==> src/rtl/dsp_shift_pkg.sv <==
package dsp_shift_pkg;

  // Magnitude field wide enough for the largest legal distance (32).
  localparam int unsigned MAG_W = 6;

  // Strobes and decoded amount handed from control to datapath.
  typedef struct packed {
    logic             load;     // capture a new result this cycle
    logic             isLogic;  // logical field shift
    logic             wide;     // arithmetic width includes guard bits
    logic             dirLeft;  // 1 = left, 0 = right
    logic [MAG_W-1:0] mag;      // clamped distance
  } shift_ctrl_t;

endpackage

==> src/rtl/dsp_shift_ctrl.sv <==
module dsp_shift_ctrl
  import dsp_shift_pkg::*;
#(
  parameter int unsigned AMT_W     = 7,
  parameter int unsigned ARITH_MAX = 32,
  parameter int unsigned LOGIC_MAX = 16
) (
  input  logic             inValid,
  input  logic [AMT_W-1:0] shiftAmt,
  input  logic             logicMode,
  input  logic             guardOn,
  output shift_ctrl_t      ctrl
);

  localparam int AMT_HI = (1 << (AMT_W - 1)) - 1;
  localparam int AMT_LO = -(1 << (AMT_W - 1));

  // Decide whether each limit is reachable from the amount width at all.
  localparam bit ARITH_CLAMP = (int'(ARITH_MAX) < AMT_HI) || (-int'(ARITH_MAX) > AMT_LO);
  localparam bit LOGIC_CLAMP = (int'(LOGIC_MAX) < AMT_HI) || (-int'(LOGIC_MAX) > AMT_LO);

  logic signed [AMT_W-1:0] amtSigned;
  logic signed [AMT_W:0]   limitPos;
  logic signed [AMT_W:0]   limitNeg;
  logic signed [AMT_W:0]   amtExt;
  logic signed [AMT_W:0]   amtClamped;
  logic        [AMT_W:0]   amtAbs;
  logic                    clampOn;

  assign amtSigned = $signed(shiftAmt);
  assign amtExt    = (AMT_W + 1)'(amtSigned);

  generate
    if (ARITH_CLAMP || LOGIC_CLAMP) begin : g_clamp
      assign clampOn = logicMode ? LOGIC_CLAMP : ARITH_CLAMP;
    end else begin : g_noclamp
      assign clampOn = 1'b0;
    end
  endgenerate

  always_comb begin
    limitPos = logicMode ? (AMT_W + 1)'(LOGIC_MAX) : (AMT_W + 1)'(ARITH_MAX);
    limitNeg = -limitPos;
    if (clampOn && (amtExt > limitPos)) begin
      amtClamped = limitPos;
    end else if (clampOn && (amtExt < limitNeg)) begin
      amtClamped = limitNeg;
    end else begin
      amtClamped = amtExt;
    end
    amtAbs = amtClamped[AMT_W] ? (AMT_W + 1)'(-amtClamped) : (AMT_W + 1)'(amtClamped);
  end

  always_comb begin
    ctrl         = '0;
    ctrl.load    = inValid;
    ctrl.isLogic = logicMode;
    ctrl.wide    = guardOn;
    ctrl.dirLeft = !amtClamped[AMT_W];
    ctrl.mag     = MAG_W'(amtAbs);
  end

endmodule

==> src/rtl/dsp_shift_datapath.sv <==
module dsp_shift_datapath
  import dsp_shift_pkg::*;
#(
  parameter int unsigned DATA_W   = 40,
  parameter int unsigned NARROW_W = 32,
  parameter int unsigned FIELD_LO = 16,
  parameter int unsigned FIELD_W  = 16
) (
  input  logic              clk,
  input  logic              rstN,
  input  shift_ctrl_t       ctrl,
  input  logic [DATA_W-1:0] operand,
  output logic              outValid,
  output logic [DATA_W-1:0] result,
  output logic              carryOut,
  output logic              dcFlag
);

  localparam int unsigned GUARD_W  = DATA_W - NARROW_W;
  localparam int unsigned FIELD_HI = FIELD_LO + FIELD_W - 1;
  localparam int unsigned UPPER_W  = DATA_W - FIELD_HI - 1;

  // ---------------- arithmetic path ----------------
  logic        [DATA_W:0]   arLeftSrc;
  logic        [DATA_W:0]   arLeftT;
  logic signed [DATA_W:0]   arRightSrc;
  logic signed [DATA_W:0]   arRightT;
  logic        [DATA_W-1:0] arLeftRes;
  logic        [DATA_W-1:0] arRightRes;
  logic                     arLeftCy;
  logic                     arRightCy;

  always_comb begin
    if (ctrl.wide) begin
      arLeftSrc  = {1'b0, operand};
      arRightSrc = {operand, 1'b0};
    end else begin
      arLeftSrc  = {{(GUARD_W + 1){1'b0}}, operand[NARROW_W-1:0]};
      arRightSrc = {{GUARD_W{operand[NARROW_W-1]}}, operand[NARROW_W-1:0], 1'b0};
    end
  end

  assign arLeftT  = arLeftSrc << ctrl.mag;
  assign arRightT = arRightSrc >>> ctrl.mag;

  always_comb begin
    if (ctrl.wide) begin
      arLeftRes = arLeftT[DATA_W-1:0];
      arLeftCy  = arLeftT[DATA_W];
    end else begin
      arLeftRes = {{GUARD_W{arLeftT[NARROW_W-1]}}, arLeftT[NARROW_W-1:0]};
      arLeftCy  = arLeftT[NARROW_W];
    end
    // Sign copies already fill the guard bits in narrow mode.
    arRightRes = arRightT[DATA_W:1];
    arRightCy  = arRightT[0];
  end

  // ---------------- logical path ----------------
  logic [FIELD_W-1:0] fieldIn;
  logic [FIELD_W:0]   lgLeftT;
  logic [FIELD_W:0]   lgRightT;
  logic [FIELD_W-1:0] lgField;
  logic               lgCy;
  logic [DATA_W-1:0]  lgRes;

  assign fieldIn  = operand[FIELD_HI:FIELD_LO];
  assign lgLeftT  = {1'b0, fieldIn} << ctrl.mag;
  assign lgRightT = {fieldIn, 1'b0} >> ctrl.mag;

  always_comb begin
    if (ctrl.dirLeft) begin
      lgField = lgLeftT[FIELD_W-1:0];
      lgCy    = lgLeftT[FIELD_W];
    end else begin
      lgField = lgRightT[FIELD_W:1];
      lgCy    = lgRightT[0];
    end
  end

  generate
    if (UPPER_W > 0 && FIELD_LO > 0) begin : g_both
      assign lgRes = {{UPPER_W{1'b0}}, lgField, {FIELD_LO{1'b0}}};
    end else if (UPPER_W > 0) begin : g_upper
      assign lgRes = {{UPPER_W{1'b0}}, lgField};
    end else if (FIELD_LO > 0) begin : g_lower
      assign lgRes = {lgField, {FIELD_LO{1'b0}}};
    end else begin : g_none
      assign lgRes = lgField;
    end
  endgenerate

  // ---------------- selection and registers ----------------
  logic [DATA_W-1:0] nextRes;
  logic              nextCy;

  always_comb begin
    if (ctrl.isLogic) begin
      nextRes = lgRes;
      nextCy  = lgCy;
    end else if (ctrl.dirLeft) begin
      nextRes = arLeftRes;
      nextCy  = arLeftCy;
    end else begin
      nextRes = arRightRes;
      nextCy  = arRightCy;
    end
  end

  always_ff @(posedge clk or negedge rstN) begin
    if (!rstN) begin
      outValid <= 1'b0;
      result   <= '0;
      carryOut <= 1'b0;
      dcFlag   <= 1'b0;
    end else begin
      outValid <= ctrl.load;
      if (ctrl.load) begin
        result   <= nextRes;
        carryOut <= nextCy;
        dcFlag   <= nextCy;
      end
    end
  end

endmodule

==> src/rtl/dsp_shifter.sv <==
module dsp_shifter
  import dsp_shift_pkg::*;
#(
  parameter int unsigned DATA_W    = 40,
  parameter int unsigned NARROW_W  = 32,
  parameter int unsigned FIELD_LO  = 16,
  parameter int unsigned FIELD_W   = 16,
  parameter int unsigned AMT_W     = 7,
  parameter int unsigned ARITH_MAX = 32,
  parameter int unsigned LOGIC_MAX = 16
) (
  input  logic              clk,
  input  logic              rstN,
  input  logic              inValid,
  input  logic [DATA_W-1:0] operand,
  input  logic [AMT_W-1:0]  shiftAmt,
  input  logic              logicMode,
  input  logic              guardOn,
  output logic              outValid,
  output logic [DATA_W-1:0] result,
  output logic              carryOut,
  output logic              dcFlag
);

  shift_ctrl_t ctrl;

  dsp_shift_ctrl #(
    .AMT_W    (AMT_W),
    .ARITH_MAX(ARITH_MAX),
    .LOGIC_MAX(LOGIC_MAX)
  ) u_ctrl (
    .inValid  (inValid),
    .shiftAmt (shiftAmt),
    .logicMode(logicMode),
    .guardOn  (guardOn),
    .ctrl     (ctrl)
  );

  dsp_shift_datapath #(
    .DATA_W  (DATA_W),
    .NARROW_W(NARROW_W),
    .FIELD_LO(FIELD_LO),
    .FIELD_W (FIELD_W)
  ) u_dp (
    .clk     (clk),
    .rstN    (rstN),
    .ctrl    (ctrl),
    .operand (operand),
    .outValid(outValid),
    .result  (result),
    .carryOut(carryOut),
    .dcFlag  (dcFlag)
  );

endmodule

==> config.mk <==
export PLATFORM = sky130hd
export DESIGN_NAME = dsp_shifter
export DESIGN_NICKNAME = d
export VERILOG_FILES = /design/src/rtl/dsp_shift_pkg.sv /design/src/rtl/dsp_shift_ctrl.sv /design/src/rtl/dsp_shift_datapath.sv /design/src/rtl/dsp_shifter.sv
export SDC_FILE = /design/constraint.sdc
export NUM_CORES = 1
export LEC_CHECK = 0
export BUFFER_PORTS_ARGS = -buffer_cell sky130_fd_sc_hd__buf_2
export CAP_MARGIN = 20
export CORE_MARGIN = 4
export CORE_UTILIZATION = 50
export DETAILED_ROUTE_END_ITERATION = 8
export HOLD_SLACK_MARGIN = 0.08
export PLACE_DENSITY_LB_ADDON = 0.25
export SYNTH_ARGS = -nofsm -noshare
export SYNTH_HDL_FRONTEND = slang
export SYNTH_HIERARCHICAL = 1
export SYNTH_SLANG_ARGS = --single-unit
export TNS_END_PERCENT = 20
==> constraint.sdc <==
create_clock -name clk -period 1.2 [get_ports clk]
set_clock_uncertainty 0.05 [all_clocks]
set_input_delay 0.12 -clock clk [delete_from_list [all_inputs] [get_ports clk]]
set_output_delay 0.12 -clock clk [all_outputs]
set_load 0.005 [all_outputs]
==> flow_metrics.env <==
export IMPL_grtUsageTotal_pct=47.7
export IMPL_fillers=973
export IMPL_yosys_area_top_type="mux4_2"
export IMPL_p_leak_uw=0.00558
export IMPL_relSlewSlack_pct=56.4
export IMPL_multi_input_area_um2=7210
export IMPL_hold_class="primary input to asynchronous set/reset pin"
export IMPL_cts_clk_slew_worst_paths_ps=70
export IMPL_dieHeight_um=134
export IMPL_yosysSeqAreaShare_pct=13.3
export IMPL_fmax_mhz=271
export IMPL_synthTopCellsByArea="mux4_2, dfrtp_1, mux2i_1"
export IMPL_clockBufferDepth=2
export IMPL_synth_seq_cells=42
export IMPL_grt_overflow=0
export IMPL_antenna_cells=0
export IMPL_crit_type="primary input to flip-flop"
export IMPL_outcome="finished with violations"
export IMPL_r2r_start="u_dp/dcFlag$_DFFE_PN0P_"
export IMPL_period_minus_slack_ps=3690
export IMPL_syn_inst=1012
export IMPL_vdd_drop_max_mv=0.771
export IMPL_path_max_fanout=7
export IMPL_drc=3
export IMPL_first_global_vias=11000
export IMPL_numCtsBuffers=5
export IMPL_dp_hpwl_um=32800
export IMPL_mostFrequentLayoutCells="buf_4, nand2_1, buf_2"
export IMPL_cts_tree="yes"
export IMPL_finalHoldViolCount=0
export IMPL_drtPass1Iterations=9
export IMPL_routed_wl_um=45100
export IMPL_layout_commonest_cell="buf_4"
export IMPL_synth_flop_cell="dfrtp_1"
export IMPL_drv_slew=0
export IMPL_reg2regPathDepth=4
export IMPL_cts_root_buf="clkbuf_16"
export IMPL_setup_viol=41
export IMPL_finalSetupTns_ps=-93730
export IMPL_core_area_um2=15300
export IMPL_port_buffers=94
export IMPL_gp_congestion=1.16
export IMPL_ios=95
export IMPL_worst_slew_pin_slew_ps=637
export IMPL_synth_distinct_cells=74
export IMPL_violations="DRC, setup timing"
export IMPL_die_w_um=134
export IMPL_clock_sinks=42
export IMPL_r2r_end="u_dp/dcFlag$_DFFE_PN0P_"
export IMPL_rrSetupSlack_ps=-180
export IMPL_synth_nets=1069
export IMPL_regArea_um2=1050
export IMPL_endpoint_kind="flip-flop"
export IMPL_worst_slack_ps=-2490
export IMPL_htree_levels=2
export IMPL_rsz0062_at_grt="true"
export IMPL_drv_cap=0
export IMPL_nNetsFinal=1466
export IMPL_grt_max_degree=43
export IMPL_viasPerCell=7.25
export IMPL_syn_area_per_cell_um2=7.80
export IMPL_syn_area_um2=7890
export IMPL_start_util_pct=51.5
export IMPL_drive_gt1_share_pct=52.9
export IMPL_routedWlPerCell_um=27.9
export IMPL_clkLatencyLatePin_ps=290
export IMPL_synth_edff_count=0
export IMPL_drt_iter0_markers=2321
export IMPL_fp_row_count=45
export IMPL_post_route_util_pct=83.1
export IMPL_drtAntennaViolNets=0
export IMPL_vias=11800
export IMPL_async_flop_share_pct=100
export IMPL_synth_top_area_share_pct=14.3
export IMPL_post_route_period_util_pct=307
export IMPL_power_density_nw_per_um2=1200
export IMPL_grt_pass1_wl_um=65400
export IMPL_cp_start_kind="primary input"
export IMPL_cp_required_ps=1320
export IMPL_synth_warning_count=6
export IMPL_die_area_um2=17900
export IMPL_arrival_ps=3810
export IMPL_syn_to_final_growth_pct=61.4
export IMPL_dp_slack_ps=-2840
export IMPL_antenna_found_initial=0
==> repair_timing <==
item                       in CTS  in global routing
hold buffers                    2                  0
setup endpoints to repair      41                 41
pin swaps                      49                 20
hold endpoints to repair       43                  0
resized for setup             161                 88
buffers inserted               28                  7
gates cloned                    7                  0
==> power by group <==
group	internal [µW]	switching, µW
Sequential	1660	143
Clock	778	609
Combinational	5460	6580
==> metrics by stage <==
step | std cells | hold WS (ps) | total power, µW | cell area (µm²)
2_1_floorplan | 1012 | -226 | 6560 | 8080
3_3_place_gp | 1570 | 56.1 | 11200 | 11100
3_5_place_dp | 1570 | 58.1 | 11300 | 11100
4_1_cts | 1614 | 287 | 13900 | 12300
5_1_grt | 1621 | 320 | 15500 | 12700
6_report | 1621 | 290 | 15200 | 12700
==> state kept, by name (all words and copies together) (netlist names) <==
| signal | flops |
|---|---|
| u_dp/dcFlag | 1 |
| u_dp/outValid | 1 |
| u_dp/result | 40 |
==> routing by layer <==
layer	share of wire [%]	track usage [%]	wire, µm	vias up
met4	9.0	26.5	4070	0
li1	-	-	-	4705
met2	41	71.0	18400	1265
met5	0	2.50	0	-
met1	34	61.3	15400	5391
met3	16	14.9	7260	392
==> cells by family after synthesis <==
| group | synth area share [%] |
|---|---|
| AND/OR/NAND/NOR | 19.5 |
| buffers and inverters | 7.47 |
| AO/OA/AOI/OAI | 29.3 |
| XOR/XNOR | 0.222 |
| multiplexers | 29.4 |
| adder cells (fa/ha/maj) | 0.793 |
| flip-flops | 13.3 |
==> final cells by class <==
cell class | instances | share of cell area (%)
sequential | 42 | 8.25
inverter | 16 | 0.688
tap | 211 | 2.07
clock inverter | 3 | 0.187
timing repair buffer | 497 | 31.2
multi-input combinational | 847 | 56.6
clock buffer | 5 | 0.983
==> worst max-delay path, cell delays in order <==
cell and delay, ps:
buf_8 110, inv_4 50, ha_4 190, o211ai_1 190, ha_2 330, nor2_4 170, nand2_2 90, ha_4 180
buf_6 120, nor3b_4 140, o21ai_1 160, a211oi_2 90, a221o_1 320, buf_6 170, or2_4 280, buf_4 170
nor2_1 130, a22o_1 220, a211oi_2 90, a211oi_1 360, o21ai_0 120
==> worst max path at each step <==
stage,startpoint,end
2_1_floorplan,shiftAmt[2],u_dp/result[7]$_DFFE_PN0P_
3_3_place_gp,shiftAmt[2],u_dp/result[22]$_DFFE_PN0P_
3_5_place_dp,shiftAmt[2],u_dp/result[15]$_DFFE_PN0P_
4_1_cts,shiftAmt[2],u_dp/result[3]$_DFFE_PN0P_
5_1_grt,shiftAmt[4],u_dp/result[32]$_DFFE_PN0P_
6_report,shiftAmt[4],u_dp/result[30]$_DFFE_PN0P_
==> synth_stat cells (6+ instances only) <==
cell type	number
buf_2	24
o221ai_1	6
and2_1	14
inv_1	13
a211oi_1	19
a22oi_1	11
a221o_1	13
nand2b_1	21
mux2_2	33
o21ai_0	75
mux4_2	50
nand2_1	139
o2bb2ai_1	6
o31ai_1	8
buf_1	8
o211ai_1	21
a31oi_1	16
a21oi_1	70
nor2_1	81
mux2i_1	72
a221oi_1	12
a22o_1	6
dfrtp_1	42
nor2b_1	10
nor3_1	12
nand3_1	33
clkbuf_1	62
nand4_1	6
o22ai_1	12
buf_4	10
Note: power is estimated with default switching activity, not from simulation.
